$ cat config.mk
export PLATFORM = sky130hd
export DESIGN_NAME = cpu_variant_detect
export DESIGN_NICKNAME = d
export VERILOG_FILES = /design/src/rtl/cpu_probe_pkg.sv /design/src/rtl/cpu_probe_feeder.sv /design/src/rtl/cpu_probe_timer.sv /design/src/rtl/cpu_variant_detect.sv
export SDC_FILE = /design/constraint.sdc
export NUM_CORES = 1
export LEC_CHECK = 0
export CAP_MARGIN = 20
export CORE_MARGIN = 3
export CORE_UTILIZATION = 30
export CTS_BUF_LIST = sky130_fd_sc_hd__clkbuf_16
export CTS_CLUSTER_SIZE = 12
export DETAILED_ROUTE_END_ITERATION = 10
export PLACE_DENSITY = 0.62
export SLEW_MARGIN = 20
export SYNTH_ARGS = -nofsm -noshare
export SYNTH_HDL_FRONTEND = slang
export SYNTH_HIERARCHICAL = 1
export SYNTH_SLANG_ARGS = --single-unit
$ cat constraint.sdc
create_clock -name clk -period 6.7 [get_ports clk]
set_input_delay 1.005 -clock clk [delete_from_list [all_inputs] [get_ports clk]]
set_output_delay 1.005 -clock clk [all_outputs]
set_load 0.05 [all_outputs]
$ cat src/rtl/cpu_probe_pkg.sv
package cpu_probe_pkg;

    typedef enum logic [2:0] {
        ST_IDLE,
        ST_HOLD,
        ST_VECTOR,
        ST_POINTER,
        ST_HIGH,
        ST_FETCH,
        ST_PROBE
    } probe_state_e;

    localparam logic [1:0] VAR_NMOS       = 2'd0;
    localparam logic [1:0] VAR_CMOS_BIT   = 2'd1;
    localparam logic [1:0] VAR_CMOS_NOBIT = 2'd2;
    localparam logic [1:0] VAR_WIDE       = 2'd3;

    localparam logic [7:0] OP_JMP_IND = 8'h6C;
    localparam logic [7:0] OP_SET_B0  = 8'h87;
    localparam logic [7:0] OP_FILL    = 8'hEA;

    localparam logic [15:0] ADR_VEC_LO  = 16'hFFFC;
    localparam logic [15:0] ADR_VEC_HI  = 16'hFFFD;
    localparam logic [15:0] ADR_PTR_LO  = 16'hFFFF;
    localparam logic [15:0] ADR_HI_WRAP = 16'hFF00;
    localparam logic [15:0] ADR_HI_OK   = 16'h0000;

endpackage

$ cat src/rtl/cpu_probe_feeder.sv
module cpu_probe_feeder
    import cpu_probe_pkg::*;
#(
    parameter logic [15:0] ENTRY_ADDR  = 16'h1000,
    parameter logic [15:0] TARGET_ADDR = 16'h2000,
    parameter logic [7:0]  PROBE_ZP    = 8'h40
) (
    input  logic [15:0] addr,
    output logic [7:0]  data
);
    localparam logic [15:0] ENTRY_P1  = ENTRY_ADDR + 16'd1;
    localparam logic [15:0] ENTRY_P2  = ENTRY_ADDR + 16'd2;
    localparam logic [15:0] TARGET_P1 = TARGET_ADDR + 16'd1;

    always_comb begin
        if (addr == ADR_VEC_LO)                              data = ENTRY_ADDR[7:0];
        else if (addr == ADR_VEC_HI)                         data = ENTRY_ADDR[15:8];
        else if (addr == ENTRY_ADDR)                         data = OP_JMP_IND;
        else if (addr == ENTRY_P1 || addr == ENTRY_P2)       data = 8'hFF;
        else if (addr == ADR_PTR_LO)                         data = TARGET_ADDR[7:0];
        else if (addr == ADR_HI_WRAP || addr == ADR_HI_OK)   data = TARGET_ADDR[15:8];
        else if (addr == TARGET_ADDR)                        data = OP_SET_B0;
        else if (addr == TARGET_P1)                          data = PROBE_ZP;
        else                                                 data = OP_FILL;
    end

endmodule

$ cat src/rtl/cpu_probe_timer.sv
module cpu_probe_timer #(
    parameter int unsigned CNT_W = 5
) (
    input  logic             clk,
    input  logic             rst_n,
    input  logic             clr,
    output logic [CNT_W-1:0] count
);
    localparam logic [CNT_W-1:0] CNT_MAX = '1;

    logic [CNT_W-1:0] count_d, count_q;

    always_comb begin
        if (clr)                    count_d = '0;
        else if (count_q != CNT_MAX) count_d = count_q + 1'b1;
        else                        count_d = count_q;
    end

    always_ff @(posedge clk) begin
        if (!rst_n) count_q <= '0;
        else        count_q <= count_d;
    end

    assign count = count_q;

endmodule

$ cat src/rtl/cpu_variant_detect.sv
module cpu_variant_detect
    import cpu_probe_pkg::*;
#(
    parameter logic [15:0] ENTRY_ADDR  = 16'h1000,
    parameter logic [15:0] TARGET_ADDR = 16'h2000,
    parameter logic [7:0]  PROBE_ZP    = 8'h40,
    parameter int unsigned RST_CYC     = 4,
    parameter int unsigned PROBE_WIN   = 6,
    parameter int unsigned TIMEOUT_CYC = 16
) (
    input  logic        clk,
    input  logic        rst_n,
    input  logic        start,
    input  logic [15:0] cpu_addr,
    input  logic        cpu_rw,
    output logic [7:0]  cpu_data_out,
    output logic        cpu_clk_en,
    output logic        cpu_rst_n,
    output logic [1:0]  variant,
    output logic        done,
    output logic        err
);
    localparam int unsigned MAX_A = (RST_CYC > PROBE_WIN) ? RST_CYC : PROBE_WIN;
    localparam int unsigned MAX_C = (MAX_A > TIMEOUT_CYC) ? MAX_A : TIMEOUT_CYC;
    localparam int unsigned CNT_W = $clog2(MAX_C + 1);
    localparam logic [CNT_W-1:0] HOLD_LAST = CNT_W'(RST_CYC - 1);
    localparam logic [CNT_W-1:0] WIN_LAST  = CNT_W'(PROBE_WIN - 1);
    localparam logic [CNT_W-1:0] TO_LAST   = CNT_W'(TIMEOUT_CYC - 1);
    localparam logic [15:0]      ZP_ADDR   = {8'h00, PROBE_ZP};

    typedef struct packed {
        probe_state_e state;
        logic [1:0]   variant;
        logic         done;
        logic         err;
    } seq_t;

    seq_t seq_d, seq_q;
    logic [CNT_W-1:0] count;
    logic             timed_out;

    cpu_probe_feeder #(
        .ENTRY_ADDR (ENTRY_ADDR),
        .TARGET_ADDR(TARGET_ADDR),
        .PROBE_ZP   (PROBE_ZP)
    ) feeder_i (
        .addr(cpu_addr),
        .data(cpu_data_out)
    );

    cpu_probe_timer #(
        .CNT_W(CNT_W)
    ) timer_i (
        .clk  (clk),
        .rst_n(rst_n),
        .clr  (seq_d.state != seq_q.state),
        .count(count)
    );

    assign timed_out = (count == TO_LAST);

    always_comb begin
        seq_d      = seq_q;
        seq_d.done = 1'b0;
        unique case (seq_q.state)
            ST_IDLE: begin
                if (start) begin
                    seq_d.state = ST_HOLD;
                    seq_d.err   = 1'b0;
                end
            end
            ST_HOLD: begin
                if (count == HOLD_LAST) seq_d.state = ST_VECTOR;
            end
            ST_VECTOR: begin
                if (cpu_rw && cpu_addr == ADR_VEC_LO) seq_d.state = ST_POINTER;
                else if (timed_out) begin
                    seq_d.state = ST_IDLE; seq_d.done = 1'b1; seq_d.err = 1'b1;
                end
            end
            ST_POINTER: begin
                if (cpu_rw && cpu_addr == ADR_PTR_LO) seq_d.state = ST_HIGH;
                else if (timed_out) begin
                    seq_d.state = ST_IDLE; seq_d.done = 1'b1; seq_d.err = 1'b1;
                end
            end
            ST_HIGH: begin
                if (cpu_rw && cpu_addr == ADR_HI_WRAP) begin
                    seq_d.state = ST_IDLE; seq_d.done = 1'b1; seq_d.variant = VAR_NMOS;
                end else if (cpu_rw && cpu_addr == ADR_HI_OK) begin
                    if (count == '0) begin
                        seq_d.state = ST_IDLE; seq_d.done = 1'b1; seq_d.variant = VAR_WIDE;
                    end else begin
                        seq_d.state = ST_FETCH;
                    end
                end else if (timed_out) begin
                    seq_d.state = ST_IDLE; seq_d.done = 1'b1; seq_d.err = 1'b1;
                end
            end
            ST_FETCH: begin
                if (cpu_rw && cpu_addr == TARGET_ADDR) seq_d.state = ST_PROBE;
                else if (timed_out) begin
                    seq_d.state = ST_IDLE; seq_d.done = 1'b1; seq_d.err = 1'b1;
                end
            end
            ST_PROBE: begin
                if (cpu_rw && cpu_addr == ZP_ADDR) begin
                    seq_d.state = ST_IDLE; seq_d.done = 1'b1; seq_d.variant = VAR_CMOS_BIT;
                end else if (count == WIN_LAST) begin
                    seq_d.state = ST_IDLE; seq_d.done = 1'b1; seq_d.variant = VAR_CMOS_NOBIT;
                end
            end
            default: seq_d.state = ST_IDLE;
        endcase
    end

    always_ff @(posedge clk) begin
        if (!rst_n) begin
            seq_q <= '{state: ST_IDLE, variant: 2'd0, done: 1'b0, err: 1'b0};
        end else begin
            seq_q <= seq_d;
        end
    end

    assign cpu_clk_en = (seq_q.state != ST_IDLE);
    assign cpu_rst_n  = (seq_q.state != ST_IDLE) && (seq_q.state != ST_HOLD);
    assign variant    = seq_q.variant;
    assign done       = seq_q.done;
    assign err        = seq_q.err;

    AST_DONE_ONE_CYCLE: assert property (@(posedge clk) disable iff (!rst_n)
        done |=> !done);
    AST_DONE_CPU_PARKED: assert property (@(posedge clk) disable iff (!rst_n)
        done |-> (!cpu_rst_n && !cpu_clk_en));
    AST_VARIANT_ONLY_AT_DONE: assert property (@(posedge clk) disable iff (!rst_n)
        !$stable(variant) |-> (done && !err));
    AST_ERR_RISES_WITH_DONE: assert property (@(posedge clk) disable iff (!rst_n)
        $rose(err) |-> done);
    AST_WRAP_MEANS_NMOS: assert property (@(posedge clk) disable iff (!rst_n)
        (done && !err && variant == VAR_NMOS) |-> ($past(cpu_addr) == ADR_HI_WRAP && $past(cpu_rw)));
    AST_WIDE_BACK_TO_BACK: assert property (@(posedge clk) disable iff (!rst_n)
        (done && !err && variant == VAR_WIDE) |-> ($past(cpu_addr) == ADR_HI_OK && $past(cpu_addr, 2) == ADR_PTR_LO));
    AST_BIT_ON_ZP_READ: assert property (@(posedge clk) disable iff (!rst_n)
        (done && !err && variant == VAR_CMOS_BIT) |-> ($past(cpu_addr) == ZP_ADDR && $past(cpu_rw)));

endmodule

* Word-level counts from Yosys, hierarchy flattened *
Index checks and enable logic that the tools add are counted.

cells by class
  $lt $le $gt $ge = 0
  bitwise logic cells = 1
  reductions and logical operators = 18
  div/mod/pow operators = 0
  equal/unequal tests = 31
  add/subtract/negate cells = 1
  shift operators = 0
  $mul = 0
  muxes and demuxes = 33

operators with widths
  cell                    count
  $eq A16 B16 Y1 const B  4
  $mux W8                 8
  $eq A16 B13 Y1 const B  3
  $eq A16 B14 Y1 const B  2
  $mux W3                 9
  $pmux W3 S7             1
  $mux W6                 3
  $eq A16 B7 Y1 const B   1
  $logic_not A16 Y1       1
  $ne A2 B2 Y1 const B    6
  $mux W2                 5
  $pmux W1 S5             2
  $eq A3 B3 Y1 const B    3
  $ne A3 B3 Y1 const B    3
  $logic_and A1 B1 Y1     7
  $reduce_and A7 Y1       1
  $eq A3 B2 Y1 const B    2
  $add A5 B1 Y5 const B   1
  $eq A5 B2 Y1 const B    1
  $eq A5 B3 Y1 const B    1
  $eq A5 B4 Y1 const B    1
  $logic_not A5 Y1        1
  $ne A5 B5 Y1 const B    1
  $reduce_bool A5 Y1      1
  12 further kinds        16

storage, ports and cells
  bits in latches = 0
  memory bits (read-only) = 0
  memories = 0
  RAM bits = 0
  word-level logic and storage cells = 89
  register bits = 12
  output and inout port bits = 14
  input port bits = 20

* Longest topological paths before layout *
  depth in word-level cells = 9
  gate-level depth with buffers = 9
  depth with buffers taken out = 9

* Modules after synthesis *
Netlist, hierarchy kept.

modules (own cells, without submodules)
  module              sequential area each (um^2)  area an instance (um^2)  instances  cells each
  cpu_variant_detect  140.1                        828.3                    1          113
  cpu_probe_feeder    0.0                          274.0                    1          43
  cpu_probe_timer     100.1                        217.7                    1          21

* Worst setup path before layout *
No wires, ideal clock.

  path type = input -> output
  start = in cpu_addr[5]
  end = out cpu_data_out[4]
  cell stages on the path = 4
  data required time = 5.695 ns
  slack = 2.846 ns
  arrival time = 2.849 ns
  buffers on the path = 0
  cell sequence = nor4_4 nor4b_1 a31oi_1 o31ai_1

between the ends
  word-level cells in the longest chain between the ends = 8
  elaborated cells between the ends (all ways) = 18
  classes of those cells = eq/ne: 8; mux: 7; reduce/logical: 3

RTL lines
  item                                           line                                            source
  from (decl)                                    cpu_variant_detect.sv:14                        input logic [15:0] cpu_addr,
  $eq A16 B14 Y1 (tied with other cells)         cpu_probe_feeder.sv:22                          else if (addr == TARGET_ADDR) data = OP_SET_B0;
  $mux W8 or $logic_or A1 B1 Y1 (tied branches)  cpu_probe_feeder.sv:22, cpu_probe_feeder.sv:21
  $mux W8                                        cpu_probe_feeder.sv:21                          else if (addr == ADR_HI_WRAP || addr == ADR_HI_OK) data = TARGET_ADDR[15:8];
  $mux W8                                        cpu_probe_feeder.sv:20                          else if (addr == ADR_PTR_LO) data = TARGET_ADDR[7:0];
  $mux W8                                        cpu_probe_feeder.sv:19                          else if (addr == ENTRY_P1 || addr == ENTRY_P2) data = 8'hFF;
  $mux W8                                        cpu_probe_feeder.sv:18                          else if (addr == ENTRY_ADDR) data = OP_JMP_IND;
  $mux W8                                        cpu_probe_feeder.sv:17                          else if (addr == ADR_VEC_HI) data = ENTRY_ADDR[15:8];
  $mux W8 (*)                                    cpu_probe_feeder.sv:16                          if (addr == ADR_VEC_LO) data = ENTRY_ADDR[7:0];
  to (decl)                                      cpu_variant_detect.sv:16                        output logic [7:0] cpu_data_out,

Mark *: on every way between the ends. The rest lies on a longest branch, timed or not.

* Worst setup path in the final report *
  start = in cpu_addr[13]
  end = out cpu_data_out[1]

between the ends
  word-level cells in the longest chain between the ends = 9
  elaborated cells between the ends (all ways) = 20
  classes of those cells = eq/ne: 9; mux: 8; reduce/logical: 3

RTL lines
  item            line                    source
  $eq A16 B14 Y1  cpu_probe_feeder.sv:23  else if (addr == TARGET_P1) data = PROBE_ZP;
  $mux W8         cpu_probe_feeder.sv:23
  $mux W8         cpu_probe_feeder.sv:22
  $mux W8         cpu_probe_feeder.sv:21
  $mux W8         cpu_probe_feeder.sv:20
  $mux W8         cpu_probe_feeder.sv:19
  $mux W8         cpu_probe_feeder.sv:18
  $mux W8         cpu_probe_feeder.sv:17
  $mux W8 (*)     cpu_probe_feeder.sv:16

Marks and branches as above.

==> results.md <==
- Outcome: finished, final reports clean
- HPWL Detailed: 2.876 mm
- Final TNS setup: 0 ns
- Worst Tran Pin Value: 0.6984 ns
- Final worst path period share: 66.43%
- Post-CTS resize count: 0
- Yosys cell types: 52
- ANT cells: 0
- Total GRT Usage: 14.27%
- Core area: 4115 um^2
- Root Driver: clkbuf_16
- Synth Cell Area: 1320 um^2
- Mapped Nets: 199
- Most frequent cells in the layout: clkdlybuf4s50_1 (33), nor2_1 (26), nand2_1 (12), dfxtp_1 (12), a21oi_1 (11)
- Setup violators final: 0
- Register area share after synthesis: 18.20%
- Type of the worst min-delay path: register to register
- Post-synth EDFFs: 0
- Crit path time final: 4.451 ns
- Hold slack final: 0.4484 ns
- # port buffers: 33
- Worst Reg-to-Reg Cells: 9
- Largest net degree at the start of global routing: 19
- Final Max Slew Viols: 0
- Drt wl/cell: 13.79 um
- CTS tree: built
- # DRC: 0
- Worst IR drop on VDD: 0.1150 mV
- Maxcap violations: 0
- CP Capture Type: output pin
- Via Count: 1407
- Most common cell after layout, fill and taps aside: clkdlybuf4s50_1
- Pleak: 0.6218 nW
- Clock Pin Slew Worst Setup and Hold Paths: 0.04 ns
- Crit-path max FO: 11
- Drt first pass iters: 4
- Critical Path AT: 3.45 ns
- Hold_buf cts: 0
- Syn Area/Cell: 7.458 um^2
- Total gr overflow: 0
- Critical Path RT: 5.69 ns
- Rel. slew slack: 53.01%
- Routed Antenna Nets: 0
- Seq cells post-synth: 12
- Die Area: 5232 um^2
- CTS Buf Count: 3
- Die W: 72.33 um
- Die height: 72.33 um
- Clk_skew: 0.002464 ns
- Final Net Count: 230
- Post-route insts no fill: 257
- Peak Freq: 224.7 MHz
- Layout cell share with drive strength beyond 1: 10.14%
- Commonest register cell after synthesis: dfxtp_1
- Post-Route WL: 3.544 mm
- Synthesis Warnings: 6
- Power per Cell Area: 129.7 nW/um^2
- Total Power: 0.2273 mW
- First-pass GRT wire length: 6.182 mm
- Placed Cells: 253
- Mean number of vias per cell: 5.475
- Hold path cells: 2
- Startpoint types: primary input
- RSZ-0062 raised after global routing: false
- Initial antenna violation count: 0
- I/O pin total: 34
- Synth Instances: 177
- Clk_lat worst skew: 0.24 ns
- Initial Utilization: 32.08%
- Rows: 23
- 1st-iter DRT viols: 100
- Htree depth: 1
- P&R area growth vs syn: 32.80%
- Clk buf depth: 2
- Post-CTS Setup Bufs: 0
- Number of global-route vias before repair: 1367
- Layout filler cell count: 423
- Asr flop ratio synth: 0%
- Sink Count: 12
- Crit Path Category: primary input to output pin
- Final Hold Viols: 0
- GP Congestion: 0.8499
==> sequential cells by signal, indices dropped and copies added (netlist names) <==
register,count
variant,2
done,1
err,1
seq_q,3
timer_i/count,5
==> path summary, 6_finish.rpt <==
kind / startpoint / endpoint / slack, ns
setup / recovery: cpu_addr[13] / cpu_data_out[1] / 2.25
hold / removal: variant[0] / variant[0] / 0.45
setup reg to reg: seq_q[6] / timer_i/count[4] / 4.17
hold reg to reg: variant[0] / variant[0] / 0.45
==> cell usage after synthesis, types with 4 or more instances <==
library cell / number / area share (%)
nor2_1: 26 / 7.4
o21ai_0: 4 / 1.5
a21oi_1: 11 / 4.2
inv_1: 4 / 1.1
nor3_1: 8 / 3.0
and3_1: 5 / 2.4
nand4_1: 8 / 3.8
a31oi_1: 4 / 1.9
nor2b_1: 4 / 1.9
or2_2: 4 / 1.9
nand2b_1: 5 / 2.4
nand2_1: 12 / 3.4
nand3_1: 7 / 2.7
or3_1: 5 / 2.4
dfxtp_1: 12 / 18
nor4_1: 4 / 1.9
==> kinds of logic after synthesis <==
family | synth area share (%)
DFF | 18.20
muxes | 3.981
AOI/OAI and AO/OA | 21.33
adders and majority gates | 1.895
and+or+nand+nor | 48.53
xor gates and xnor gates | 1.991
buffers and inverters | 4.075
==> power by group <==
part / internal (mW) / switching (mW) / total, mW
logic: 0.0207 / 0.0222 / 0.0429
clock network: 0.0785 / 0.0299 / 0.108
registers: 0.0729 / 0.00319 / 0.0761
==> through the flow <==
step	util (%)	setup slack, ns	area [um^2]
6_report	42.60	2.249	1753
5_1_grt	42.60	2.067	1753
4_1_cts	42.60	2.251	1753
3_5_place_dp	40.68	2.260	1674
3_3_place_gp	40.68	2.230	1674
2_1_floorplan	-	2.846	1320
==> cell type report <==
type | instances | area, um^2 | area share (%)
clock buffers | 3 | 75.07 | 4.283
clock inverters | 1 | 3.754 | 0.2141
inverters | 4 | 15.01 | 0.8565
multi-input cells | 154 | 1026 | 58.53
flip-flops and latches | 12 | 240.2 | 13.70
well taps | 50 | 62.56 | 3.569
repair buffers | 33 | 330.3 | 18.84
==> routing by layer <==
| layer | share of wire (%) | vias up | routed length [um] | track usage (%) |
|---|---|---|---|---|
| met5 | 0 | - | 0 | 0 |
| met4 | 0 | 0 | 0 | 1.879 |
| met3 | 4.5 | 0 | 161 | 3.047 |
| met2 | 48 | 32 | 1704 | 23.26 |
| met1 | 47 | 641 | 1679 | 19.78 |
| li1 | - | 734 | - | - |
==> worst max-delay path, cell delays in order <==
cell,delay [ns]
clkdlybuf4s50_1,0.71
nand4_1,0.17
nor4_1,0.36
a21boi_1,0.35
nor3_1,0.12
clkdlybuf4s50_1,0.72
No activity file was read; power rests on OpenSTA's default activity.
